<file path="src/rtl/irq_pkg.sv">
package irq_pkg;
  localparam int IRQ_NUM_VEC  = 256;
  localparam int IRQ_VEC_W    = 8;
  localparam int IRQ_ADDR_W   = 20;
  localparam int IRQ_HW_FIRST = 16;
  localparam int IRQ_TICK_DIV = 50000;
endpackage

</file>
<file path="src/rtl/irq_first_set.sv">
module irq_first_set #(
  parameter int N = 256,
  parameter int W = 8
) (
  input  logic [N-1:0] bits,
  output logic         found,
  output logic [W-1:0] idx
);
  always_comb begin
    found = 1'b0;
    idx   = '0;
    for (int i = N - 1; i >= 0; i--) begin
      if (bits[i]) begin
        found = 1'b1;
        idx   = W'(i);
      end
    end
  end
endmodule

</file>
<file path="src/rtl/irq_tick_gen.sv">
module irq_tick_gen #(
  parameter int DIV = 50000
) (
  input  logic clk,
  input  logic rst,
  output logic tick
);
  localparam int CW = (DIV > 1) ? $clog2(DIV) : 1;
  localparam logic [CW-1:0] LAST = CW'(DIV - 1);

  logic [CW-1:0] cnt;

  always_ff @(posedge clk) begin
    if (rst) begin
      cnt  <= '0;
      tick <= 1'b0;
    end else begin
      tick <= (cnt == LAST);
      cnt  <= (cnt == LAST) ? '0 : cnt + 1'b1;
    end
  end

  // a tick is a single-cycle event when the period exceeds one cycle
  p_tick_single_r7: assert property (@(posedge clk) disable iff (rst)
    (tick && DIV > 1) |=> !tick);
endmodule

</file>
<file path="src/rtl/prio_irq_ctrl.sv">
module prio_irq_ctrl
  import irq_pkg::*;
#(
  parameter int NUM_VEC  = IRQ_NUM_VEC,
  parameter int VEC_W    = IRQ_VEC_W,
  parameter int ADDR_W   = IRQ_ADDR_W,
  parameter int HW_FIRST = IRQ_HW_FIRST,
  parameter int TICK_DIV = IRQ_TICK_DIV
) (
  input  logic               clk,
  input  logic               rst,
  input  logic [NUM_VEC-1:0] hw_req,
  input  logic               sw_raise,
  input  logic [VEC_W-1:0]   sw_vec,
  input  logic [NUM_VEC-1:0] mask_i,
  input  logic               eos,
  output logic               take,
  output logic [VEC_W-1:0]   take_vec,
  output logic [ADDR_W-1:0]  take_addr,
  output logic               svc_valid,
  output logic [VEC_W-1:0]   svc_lvl
);
  localparam logic [NUM_VEC-1:0] ONE     = NUM_VEC'(1);
  localparam logic [NUM_VEC-1:0] HW_KEEP = ~((ONE << HW_FIRST) - ONE);

  logic [NUM_VEC-1:0] pend_q, insvc_q, mask_q;
  logic [NUM_VEC-1:0] set_v, take_clr, eos_clr, cand;
  logic               tick, c_found, go;
  logic [VEC_W-1:0]   c_idx;

  irq_tick_gen #(.DIV(TICK_DIV)) u_tick (
    .clk  (clk),
    .rst  (rst),
    .tick (tick)
  );

  always_comb begin
    set_v = hw_req & HW_KEEP;
    if (tick) set_v[0] = 1'b1;
    if (sw_raise && sw_vec != '0) set_v = set_v | (ONE << sw_vec);
  end

  assign cand = pend_q & ~mask_i;

  irq_first_set #(.N(NUM_VEC), .W(VEC_W)) u_cand (
    .bits  (cand),
    .found (c_found),
    .idx   (c_idx)
  );

  irq_first_set #(.N(NUM_VEC), .W(VEC_W)) u_lvl (
    .bits  (insvc_q),
    .found (svc_valid),
    .idx   (svc_lvl)
  );

  assign go       = c_found && (!svc_valid || c_idx < svc_lvl);
  assign take_clr = go ? (ONE << c_idx) : '0;
  assign eos_clr  = (eos && svc_valid) ? (ONE << svc_lvl) : '0;

  always_ff @(posedge clk) begin
    if (rst) begin
      pend_q    <= '0;
      insvc_q   <= '0;
      mask_q    <= '0;
      take      <= 1'b0;
      take_vec  <= '0;
      take_addr <= '0;
    end else begin
      pend_q  <= (pend_q & ~take_clr) | set_v;
      insvc_q <= (insvc_q & ~eos_clr) | take_clr;
      mask_q  <= mask_i;
      take    <= go;
      if (go) begin
        take_vec  <= c_idx;
        take_addr <= ADDR_W'(c_idx) << 1;
      end
    end
  end

  // a taken vector was unmasked when it was chosen
  p_unmasked_take_r3: assert property (@(posedge clk) disable iff (rst)
    take |-> !mask_q[take_vec]);

  // the taken vector is the current level while take is high
  p_take_level_r4: assert property (@(posedge clk) disable iff (rst)
    take |-> (svc_valid && svc_lvl == take_vec));

  // pre-emption only by a strictly more urgent vector
  p_preempt_r4: assert property (@(posedge clk) disable iff (rst)
    (take && $past(svc_valid)) |-> take_vec < $past(svc_lvl));

  // entry slot address is twice the vector number
  p_slot_addr_r5: assert property (@(posedge clk) disable iff (rst)
    take |-> (take_addr[0] == 1'b0 && (take_addr >> 1) == ADDR_W'(take_vec)));

  // end of service retires the current level
  p_eos_retire_r6: assert property (@(posedge clk) disable iff (rst)
    (eos && svc_valid) |=> (take || !svc_valid || svc_lvl > $past(svc_lvl)));
endmodule

</file>
<file path="config.mk">
export PLATFORM = sky130hd
export DESIGN_NAME = prio_irq_ctrl
export DESIGN_NICKNAME = d
export VERILOG_FILES = /design/src/rtl/irq_pkg.sv /design/src/rtl/irq_first_set.sv /design/src/rtl/irq_tick_gen.sv /design/src/rtl/prio_irq_ctrl.sv
export SDC_FILE = /design/constraint.sdc
export NUM_CORES = 2
export LEC_CHECK = 0
export BUFFER_PORTS_ARGS = -buffer_cell sky130_fd_sc_hd__buf_2
export CAP_MARGIN = 30
export CORE_MARGIN = 5
export CORE_UTILIZATION = 45
export DETAILED_ROUTE_END_ITERATION = 8
export PLACE_DENSITY = 0.66
export SLEW_MARGIN = 20
export SYNTH_ARGS = -nofsm -noshare
export SYNTH_HDL_FRONTEND = slang
export SYNTH_SLANG_ARGS = --single-unit
export TNS_END_PERCENT = 100
</file>
<file path="constraint.sdc">
create_clock -name clk -period 7.2 [get_ports clk]
set_clock_uncertainty 0.05 [all_clocks]
set_input_delay 1.08 -clock clk [delete_from_list [all_inputs] [get_ports clk]]
set_output_delay 1.08 -clock clk [all_outputs]
set_load 0.02 [all_outputs]
</file>
==> results.sh <==
export IMPL_drive_above_1_share=0.190
export IMPL_yosysTopAreaCell="dfxtp_1"
export IMPL_routabilityCongestion=1.04
export IMPL_h_tree_depth=3
export IMPL_register_area_um2=10800
export IMPL_critPathMaxFanout=59
export IMPL_pre_cts_slack_ps=464
export IMPL_end_kind="flip-flop"
export IMPL_port_buffers=533
export IMPL_drv_cap=0
export IMPL_synth_area_leaders="dfxtp_1 (34%), a21oi_1 (5.5%), o311ai_0 (4.2%)"
export IMPL_drt_vias_per_instance=7.06
export IMPL_clk_latency_ps=640
export IMPL_arrival_ps=6860
export IMPL_cts_buffers=66
export IMPL_r2r_cells=15
export IMPL_final_area_um2=38100
export IMPL_fmax_ghz=0.157
export IMPL_async_flop_share=0
export IMPL_rows=98
export IMPL_ys_seq_area_frac=0.336
export IMPL_crit_start="insvc_q[90]"
export IMPL_syn2layout_area_growth_pct=18.7
export IMPL_ys_warn_count=0
export IMPL_grt_pass1_wl_mm=244
export IMPL_drtPass1Iterations=6
export IMPL_final_nets=4992
export IMPL_fp_dieW_um=277
export IMPL_synth_most_common_cell="dfxtp_1"
export IMPL_dp_cells=5338
export IMPL_fin_crit_ps=6360
export IMPL_post_cts_setup_buffers=0
export IMPL_setup_viol_count_final=0
export IMPL_finalHoldViolCount=0
export IMPL_grt_ovfl_total=0
export IMPL_grt_pass1_vias=36450
export IMPL_grt_max_degree=214
export IMPL_synth_edf_count=0
export IMPL_synthFlopType="dfxtp_1"
export IMPL_syn_cell_area_um2=32100
export IMPL_whs_ps=407
export IMPL_cts_root_buf="clkbuf_16"
export IMPL_use_met1=0.514
export IMPL_place_area_um2=35800
export IMPL_clock_sinks=538
export IMPL_dieArea_um2=76700
export IMPL_min_path_cells=1
export IMPL_grt_util_met2=0.627
export IMPL_grt_setup_unrepaired="no"
export IMPL_power_density_nw_per_um2=325
export IMPL_ir_drop_mv=0.773
export IMPL_drt_wl_total_mm=172
export IMPL_power_mw=12.4
export IMPL_drtAntennaViolNets=0
export IMPL_synthTopCellsByCount="dfxtp_1 (538), a21oi_1 (350), o21ai_0 (271), clkbuf_1 (247), nor2_1 (246)"
export IMPL_holdBufCountCts=0
export IMPL_start_util=0.451
export IMPL_clkTransAtPathRegs_ps=60
export IMPL_finalSetupTns_ps=0
export IMPL_cp_required_ps=7700
export IMPL_status="complete, no violations"
export IMPL_ios=562
export IMPL_start_kind="flip-flop"
export IMPL_syn_area_per_cell_um2=7.95
export IMPL_min_period_over_period=0.884
export IMPL_critical_path_max_stage_delay_ps=820
export IMPL_worst_slack_ps=838
export IMPL_drtIter0Drc=5923
export IMPL_r2r_start="insvc_q[90]"
export IMPL_fin_util=0.536
export IMPL_drt_wirelength_per_cell_um=31.3
export IMPL_worstSetupPathType="reg2reg"
export IMPL_grt_busiest_layer="met2"
export IMPL_path_cells="nor4_1, nand4_1, nor3_1, nand4_1, a31oi_1, inv_1, ha_1, and4_1, a21oi_1, nand2_1, or3_1, o31a_2, buf_4, or3_1, o21ai_0"
export IMPL_cts_repair_resized=0
export IMPL_grt_usage=0.417
export IMPL_leakagePower_nw=14.3
export IMPL_multi_input_area_um2=19900
export IMPL_relSlewSlack=0.249
export IMPL_synth_distinct_cells=99
export IMPL_slew_violations=0
export IMPL_syn_instance_count=4037
export IMPL_tightest_slew_ps=1130
export IMPL_ys_ff_latch=538
export IMPL_route_detailed_drc=0
export IMPL_crit_path_top_delay_cell="a31oi_1"
export IMPL_cts_tree="yes"
export IMPL_min_from="u_tick.cnt[0]"
export IMPL_antenna_found_initial=32
export IMPL_finalNonFillerCells=5486
export IMPL_die_h_um=277
export IMPL_grt_use_met3=0.117
export IMPL_fillCellCount=7053
export IMPL_synth_top_area_share=0.336
export IMPL_core_area_um2=71100
export IMPL_place_detailed_hpwl_mm=126
export IMPL_cts_max_path_buffers=3
export IMPL_hp_class="reg2reg"
export IMPL_vias=38758
logic make-up (layout without fill, tap and decap cells):
logic type | count (synthesis) | in the layout | share of synthesized area
adders and majority gates | 8 | 8 | 0.00312
buffers and inverters | 404 | 865 | 0.0515
other | 1 | 39 | 0.000117
xor gates and xnor gates | 14 | 14 | 0.00382
DFF | 538 | 538 | 0.336
and+or+nand+nor | 1436 | 1436 | 0.249
AOI/OAI and AO/OA | 1636 | 1636 | 0.356
flip-flops by register name, summed over array words and instances, names as in the netlist:
signal,count
take,1
take_addr,8
insvc_q,256
pend_q,256
u_tick.cnt,16
u_tick.tick,1
layout make-up:
type                    count  area share
diodes                     27     0.00177
clock buffers              94      0.0496
clock inverters            23     0.00683
inverters                  96     0.00962
multi-input cells        3106       0.522
flip-flops and latches    538       0.283
well taps                 950      0.0312
repair buffers            652      0.0961
cells in the final DEF, fill, tap and decap left out, types with 89 or more instances in the layout:
cell type  instances
nand2b_1         203
a211oi_1         174
o311ai_0         155
o211ai_1         125
nor2b_1          208
buf_4            109
nor4_1           120
nor3_1            89
nand2_1          174
dfxtp_1          538
buf_2            532
inv_1             92
nand4_1           90
o21ai_0          271
a21oi_1          349
nor2_1           234
layer usage:
metal  share of wire  wire (um)
met2            0.42      72600
met5         0.00033         57
met3            0.13      21600
met1            0.36      61800
met4           0.091      15600
report_power, final:
part | total (mW) | switching, mW | internal, mW | leakage (nW)
Sequential | 3.24 | 0.117 | 3.12 | 4.42
Combinational | 5.73 | 4.55 | 1.18 | 8.82
Clock | 3.41 | 1.43 | 1.98 | 1.05
Total | 12.4 | 6.10 | 6.28 | 14.3
critical path, delay by kind of cell, from the launching register on:
| family | cells | cell delay (ps) |
|---|---|---|
| AOI/OAI and AO/OA | 4 | 1760 |
| adders and majority gates | 1 | 340 |
| DFF | 1 | 350 |
| and+or+nand+nor | 8 | 3120 |
| buffers and inverters | 2 | 620 |
worst paths after layout:
path	to	slack, ps
setup reg to reg	insvc_q[179]	840
hold reg to reg	u_tick.cnt[0]	410
hold / removal	u_tick.cnt[0]	410
setup / recovery	insvc_q[179]	840
Note: power is estimated with default switching activity, not from simulation.
